--- config.mk ---
export PLATFORM = sky130hd
export DESIGN_NAME = lcd_timing_gen
export DESIGN_NICKNAME = d
export VERILOG_FILES = /design/src/rtl/lcdtg_pkg.sv /design/src/rtl/lcdtg_shadow.sv /design/src/rtl/lcdtg_axis.sv /design/src/rtl/lcd_timing_gen.sv
export SDC_FILE = /design/constraint.sdc
export NUM_CORES = 1
export LEC_CHECK = 0
export BUFFER_PORTS_ARGS = -buffer_cell sky130_fd_sc_hd__buf_2
export CAP_MARGIN = 15
export CORE_MARGIN = 1.5
export CORE_UTILIZATION = 30
export CTS_CLUSTER_SIZE = 16
export DETAILED_ROUTE_END_ITERATION = 12
export HOLD_SLACK_MARGIN = 0.02
export PLACE_DENSITY = 0.59
export SYNTH_ARGS = -nofsm -noshare
export SYNTH_HDL_FRONTEND = slang
export SYNTH_SLANG_ARGS = --single-unit
--- constraint.sdc ---
create_clock -name clk -period 5.7 [get_ports clk]
set_clock_uncertainty 0.2 [all_clocks]
set_input_delay 0.57 -clock clk [delete_from_list [all_inputs] [get_ports clk]]
set_output_delay 0.57 -clock clk [all_outputs]
set_load 0.005 [all_outputs]
--- src/rtl/lcdtg_pkg.sv ---
package lcdtg_pkg;
  // Phase order inside a line and inside a frame; the index also selects
  // the configuration word that sets the phase length.
  typedef enum logic [2:0] {
    PH_LEAD  = 3'd0,
    PH_SYNC  = 3'd1,
    PH_BACK  = 3'd2,
    PH_VIS   = 3'd3,
    PH_FRONT = 3'd4
  } phase_e;

  localparam int NUM_PHASES = 5;
  localparam int NUM_AXES   = 2;
endpackage

--- src/rtl/lcdtg_shadow.sv ---
module lcdtg_shadow
  import lcdtg_pkg::*;
#(
  parameter int FW = 16
) (
  input  logic                                 clk,
  input  logic                                 rst_n,
  input  logic                                 load,
  input  logic [NUM_PHASES-1:0][2*FW-1:0]      cfg,
  output logic [NUM_AXES-1:0][NUM_PHASES-1:0][FW-1:0] len_q
);
  logic [NUM_AXES-1:0][NUM_PHASES-1:0][FW-1:0] len_d;

  // Axis g takes half g of every word: 0 = horizontal, 1 = vertical.
  for (genvar g = 0; g < NUM_AXES; g++) begin : g_axis
    for (genvar p = 0; p < NUM_PHASES; p++) begin : g_phase
      assign len_d[g][p] = cfg[p][g*FW +: FW];
    end
  end

  always_ff @(posedge clk or negedge rst_n) begin
    if (!rst_n)    len_q <= '0;
    else if (load) len_q <= len_d;
  end

  // timing copy only moves on a load cycle
  assert_shadow_hold_R9: assert property (@(posedge clk) disable iff (!rst_n)
    !load |=> $stable(len_q));
endmodule

--- src/rtl/lcdtg_axis.sv ---
module lcdtg_axis
  import lcdtg_pkg::*;
#(
  parameter int FW = 16
) (
  input  logic                             clk,
  input  logic                             rst_n,
  input  logic                             step,
  input  logic [NUM_PHASES-1:0][FW-1:0]    lens,
  output phase_e                           phase,
  output logic [FW-1:0]                    cnt,
  output logic                             wrap
);
  logic [FW-1:0] cur_len;
  logic [FW:0]   cnt_inc;
  logic          phase_end;
  phase_e        phase_nxt;

  always_comb begin
    unique case (phase)
      PH_LEAD:  begin cur_len = lens[0]; phase_nxt = PH_SYNC;  end
      PH_SYNC:  begin cur_len = lens[1]; phase_nxt = PH_BACK;  end
      PH_BACK:  begin cur_len = lens[2]; phase_nxt = PH_VIS;   end
      PH_VIS:   begin cur_len = lens[3]; phase_nxt = PH_FRONT; end
      default:  begin cur_len = lens[4]; phase_nxt = PH_LEAD;  end
    endcase
  end

  // A zero length ends the phase after one step, like a length of one.
  assign cnt_inc   = {1'b0, cnt} + 1'b1;
  assign phase_end = cnt_inc >= {1'b0, cur_len};
  assign wrap      = step && (phase == PH_FRONT) && phase_end;

  always_ff @(posedge clk or negedge rst_n) begin
    if (!rst_n) begin
      phase <= PH_LEAD;
      cnt   <= '0;
    end else if (step) begin
      if (phase_end) begin
        phase <= phase_nxt;
        cnt   <= '0;
      end else begin
        cnt <= cnt_inc[FW-1:0];
      end
    end
  end

  // position frozen without a step
  assert_axis_hold_R3: assert property (@(posedge clk) disable iff (!rst_n)
    !step |=> $stable(phase) && $stable(cnt));

  // offset stays inside the current phase length
  assert_axis_range_R3: assert property (@(posedge clk) disable iff (!rst_n)
    (cur_len == '0) ? (cnt == '0) : (cnt < cur_len));

  // phase order is fixed
  assert_axis_order_R3: assert property (@(posedge clk) disable iff (!rst_n)
    (step && phase == PH_SYNC && phase_end) |=> (phase == PH_BACK));
endmodule

--- src/rtl/lcd_timing_gen.sv ---
module lcd_timing_gen
  import lcdtg_pkg::*;
#(
  parameter int FW = 16,
  localparam int WW = 2 * FW
) (
  input  logic          clk,
  input  logic          rst_n,
  input  logic [WW-1:0] tm_lead,
  input  logic [WW-1:0] tm_pulse,
  input  logic [WW-1:0] tm_back,
  input  logic [WW-1:0] tm_front,
  input  logic [WW-1:0] tm_visible,
  output logic          hsync,
  output logic          vsync,
  output logic          de,
  output logic [FW-1:0] px_x,
  output logic [FW-1:0] px_y,
  output logic          frame_start
);
  logic [NUM_PHASES-1:0][WW-1:0]               cfg;
  logic [NUM_AXES-1:0][NUM_PHASES-1:0][FW-1:0] sh_len;
  logic                                        primed;
  logic                                        load;
  logic   ax_step [NUM_AXES];
  logic   ax_wrap [NUM_AXES];
  phase_e ax_phase[NUM_AXES];
  logic [FW-1:0] ax_cnt[NUM_AXES];

  assign cfg[0] = tm_lead;
  assign cfg[1] = tm_pulse;
  assign cfg[2] = tm_back;
  assign cfg[3] = tm_visible;
  assign cfg[4] = tm_front;

  // First clock after reset captures the timing; afterwards the last cycle
  // of every frame does.
  always_ff @(posedge clk or negedge rst_n) begin
    if (!rst_n) primed <= 1'b0;
    else        primed <= 1'b1;
  end

  assign load = !primed || ax_wrap[NUM_AXES-1];

  lcdtg_shadow #(.FW(FW)) u_shadow (
    .clk   (clk),
    .rst_n (rst_n),
    .load  (load),
    .cfg   (cfg),
    .len_q (sh_len)
  );

  // Horizontal axis steps every primed cycle; each further axis steps when
  // the one below it wraps.
  for (genvar g = 0; g < NUM_AXES; g++) begin : g_ax
    if (g == 0) begin : g_first
      assign ax_step[g] = primed;
    end else begin : g_next
      assign ax_step[g] = ax_wrap[g-1];
    end

    lcdtg_axis #(.FW(FW)) u_axis (
      .clk   (clk),
      .rst_n (rst_n),
      .step  (ax_step[g]),
      .lens  (sh_len[g]),
      .phase (ax_phase[g]),
      .cnt   (ax_cnt[g]),
      .wrap  (ax_wrap[g])
    );
  end

  assign hsync       = (ax_phase[0] == PH_SYNC);
  assign vsync       = (ax_phase[1] == PH_SYNC);
  assign de          = (ax_phase[0] == PH_VIS) && (ax_phase[1] == PH_VIS);
  assign px_x        = de ? ax_cnt[0] : '0;
  assign px_y        = de ? ax_cnt[1] : '0;
  assign frame_start = de && (ax_cnt[0] == '0) && (ax_cnt[1] == '0);

  // data never overlaps either sync pulse
  assert_de_nosync_R6: assert property (@(posedge clk) disable iff (!rst_n)
    de |-> !hsync && !vsync);

  // frame start is a single cycle
  assert_fs_single_R8: assert property (@(posedge clk) disable iff (!rst_n)
    frame_start |=> !frame_start);

  // column stays inside the visible width
  assert_px_range_R7: assert property (@(posedge clk) disable iff (!rst_n)
    de |-> (px_x < sh_len[0][3]) || (px_x == '0));

  // a new frame always starts from the lead-in on both axes
  assert_frame_wrap_R9: assert property (@(posedge clk) disable iff (!rst_n)
    ax_wrap[NUM_AXES-1] |=> (ax_phase[0] == PH_LEAD) && (ax_phase[1] == PH_LEAD)
                            && (ax_cnt[0] == '0) && (ax_cnt[1] == '0));
endmodule

==> metrics.md <==
| Metric | Value |
|---|---|
| Residual DRC count | `0` |
| Rel. slew slack | `between 30% and 40%` |
| Pwr per Cell Area | `about 260 nW/um2` |
| Final #Nets | `between 1k and 1.5k` |
| Primary FF master, synth | `dfrtp_1` |
| Reg2reg end | `u_shadow.len_q[26]$_DFFE_PN0P_` |
| Peak VDD IR | `0.165 mV` |
| Detail Route Antenna Nets | `0` |
| Register-to-register setup slack | `0.63 ns` |
| Critical path origin | `g_ax[0].u_axis.cnt[0]$_DFFE_PN0P_` |
| Die Ht | `around 190 um` |
| Total wire length | `26000 um` |
| Largest net degree at the start of global routing | `roughly 160` |
| Post-Syn Area | `~10000 um2` |
| GP Congestion | `between 0.8 and 0.9` |
| Count of final hold-check violations | `0` |
| Worst Path Required | `5.82 ns` |
| Die area | `approximately 36000 um2` |
| Post-synthesis sequential area ratio | `between 40% and 50%` |
| CTS tree | `yes` |
| GRT Util Overall | `about 15%` |
| Core ar. | `roughly 34000 um2` |
| Initial core utilization | `a little under a third` |
| Mapped Cells | `822` |
| Asr flop ratio synth | `100%` |
| Final Max Tran Viols | `0` |
| Critical Path Sink | `u_shadow.len_q[26]$_DFFE_PN0P_` |
| Worst r2r path cells | `15` |
| DP Worst Slack | `0.678 ns` |
| Vias | `between 7k and 8k` |
| Power after layout | `3.22 mW` |
| TritonRoute pass-1 iters | `6` |
| Hold slack | `0.0202 ns` |
| Overflow after GRT | `0` |
| Lkg Pwr | `around 5.5 nW` |
| Hold WC Path Type | `in2async` |
| Final Cycle Share | `approximately nine tenths` |
| DR iter-0 viols | `between 300 and 400` |
| Worst slew pin tran | `about 1.0 ns` |
| Root Driver | `clkbuf_16` |
| First-pass GRT wire length | `41600 um` |
| Signal arrival time at the worst endpoint | `between 5 and 6 ns` |
| Syn. warnings | `0` |
| Fmax | `just under 200 MHz` |
| RSZ-0062 raised after global routing | `no` |
| Synth Register Bits | `~200` |
| Fillers | `roughly 3.3k` |
| Mapped Nets | `roughly 1k` |
| Worst setup margin | `around 0.63 ns` |
| Post-synth EDFFs | `0` |
| Number of max-cap violations | `0` |
| Startpoint Class | `flip-flop` |
| IO buf count | `about 200` |
| Status | `completed` |
| Vias in the first global route | `approximately 7.3k` |
| I/O pins | `just under 200` |
| Synth-to-Final Area Change | `19.2%` |
| Initial antenna violation count | `11` |
| Clk slew on worst S/H paths | `around 0.080 ns` |
| Syn_area_per_cell | `~13 um2` |
| Setup TNS | `0 ns` |
| Worst r2r src | `g_ax[0].u_axis.cnt[0]$_DFFE_PN0P_` |
| Yosys cell types | `56` |
| DP Wirelength | `19500 um` |
| CP Class | `reg2reg` |
| Worst setup EP type | `flip-flop` |
| Cts repair resizes | `0` |
| Fin cells | `1470` |
| Final min period | `5.07 ns` |
| Proportion of layout cells with a drive suffix above 1 | `34.0%` |
| CTS buffer count | `17` |
| Setup Fix Bufs, Post-CTS | `0` |
| FP Rows | `67` |
| WL/cell | `~18 um` |
| Die width | `about 190 um` |
| H-tree levels | `4` |
| Hold buffers post-CTS | `0` |
| CTS Buffer Depth | `2` |
| Final setup viols | `0` |
| Clk_lat worst skew | `between 0.4 and 0.5 ns` |
| CP max FO | `160` |
| Cells after DPL | `~1.4k` |
| Sinks on Clock Net | `199` |
| Vias per cell | `between 4 and 5` |
-- logic make-up after synthesis --
group | count (synthesis) | share of synthesized area (%)
and+or+nand+nor | 175 | 8.46
other | 1 | 0.0362
AOI/OAI and AO/OA | 84 | 5.63
xor gates and xnor gates | 23 | 1.95
adders and majority gates | 36 | 4.35
buffers and inverters | 76 | 3.61
DFF | 199 | 48.1
muxes | 228 | 27.9
-- flip-flops by register name, summed over array words and instances (netlist names) --
name	cells
u_shadow.len_q	160
g_ax.u_axis.cnt	32
g_ax.u_axis.phase	6
primed	1
-- synthesized netlist by cell type (2+ instances only) --
| cell | instances | area, um2 |
|---|---|---|
| dfrtp_1 | 199 | 4980 |
| mux2_1 | 100 | 1130 |
| mux2_2 | 64 | 721 |
| nand2_1 | 44 | 165 |
| ha_1 | 36 | 450 |
| nor2_1 | 34 | 128 |
| mux2i_1 | 32 | 320 |
| mux4_2 | 32 | 721 |
| nand3_1 | 29 | 145 |
| inv_1 | 27 | 101 |
| o21ai_0 | 26 | 130 |
| clkbuf_1 | 22 | 82.6 |
| and2_1 | 19 | 119 |
| xnor2_1 | 14 | 123 |
| nand4_1 | 13 | 81.3 |
| nor4_1 | 13 | 81.3 |
| a21oi_1 | 11 | 55.1 |
| buf_6 | 10 | 113 |
| xor2_1 | 9 | 78.8 |
| buf_1 | 8 | 30.0 |
| a21o_1 | 7 | 52.6 |
| buf_2 | 7 | 35.0 |
| o31ai_1 | 6 | 45.0 |
| nor3_1 | 5 | 25.0 |
| o2bb2ai_1 | 5 | 43.8 |
| o22ai_1 | 4 | 25.0 |
| a211oi_1 | 3 | 22.5 |
| and3_1 | 3 | 18.8 |
| nand2b_1 | 3 | 18.8 |
| o211ai_1 | 3 | 22.5 |
| o21bai_1 | 3 | 22.5 |
| or3_1 | 3 | 18.8 |
| or4_1 | 3 | 22.5 |
| a211o_1 | 2 | 17.5 |
| or2_2 | 2 | 12.5 |
-- critical path, stage by stage (launching register included) --
cell	delay, ns
dfrtp_1	0.44
ha_1	0.28
nand4_1	0.23
or2_2	0.38
inv_1	0.10
nand3_1	0.10
nand2_1	0.09
nand2_1	0.07
ha_1	0.31
nand4_1	0.07
or4_1	0.42
a31oi_2	0.46
nor3_2	0.15
o41ai_4	0.39
buf_12	0.55
mux2_2	0.43
-- how the worst min path moves through the flow --
stage,start,end
finish,rst_n,u_shadow.len_q[70]$_DFFE_PN0P_
global route,rst_n,u_shadow.len_q[70]$_DFFE_PN0P_
CTS,rst_n,u_shadow.len_q[77]$_DFFE_PN0P_
detailed placement,u_shadow.len_q[126]$_DFFE_PN0P_,u_shadow.len_q[126]$_DFFE_PN0P_
global placement,u_shadow.len_q[2]$_DFFE_PN0P_,u_shadow.len_q[2]$_DFFE_PN0P_
floorplan,rst_n,g_ax[0].u_axis.cnt[0]$_DFFE_PN0P_
-- final cells by class --
cell class,count,area [um2],area share (%)
Antenna cell,8,20.0,0.162
Clock buffer,18,429,3.48
Clock inverter,14,113,0.912
Inverter,27,101,0.821
Multi-Input combinational cell,547,5020,40.6
Sequential cell,199,4980,40.3
Tap cell,448,561,4.54
Timing Repair Buffer,209,1120,9.09
-- layer usage --
layer / track usage, % / wire (um)
met4: 5.34 / 444
met1: 20.8 / 12300
met3: 3.67 / 1110
met2: 23.2 / 12200
met5: 0 / 44
-- stage by stage --
stage	cell area, um2	utilization [%]
3_5_place_dp	11800	34.9
6_report	12300	36.5
4_1_cts	12300	36.5
3_3_place_gp	11800	34.9
2_1_floorplan	10400	-
5_1_grt	12300	36.5
-- cells in the final DEF, fill, tap and decap left out, types with 8 or more instances in the layout --
master / count
dfrtp_1: 199
buf_2: 196
mux2_1: 100
mux2_2: 64
nand2_1: 44
ha_1: 36
nor2_1: 34
mux4_2: 32
mux2i_1: 32
nand3_1: 29
inv_1: 27
o21ai_0: 26
and2_1: 19
clkbuf_16: 17
xnor2_1: 14
nand4_1: 13
nor4_1: 12
a21oi_1: 11
xor2_1: 9
buf_4: 9
diode_2: 8
inv_6: 8
-- power breakdown --
part	internal (mW)	switching, mW
Clock	0.570	0.577
Combinational	0.235	0.203
Sequential	1.54	0.0947
(Power assumes the default switching activity.)
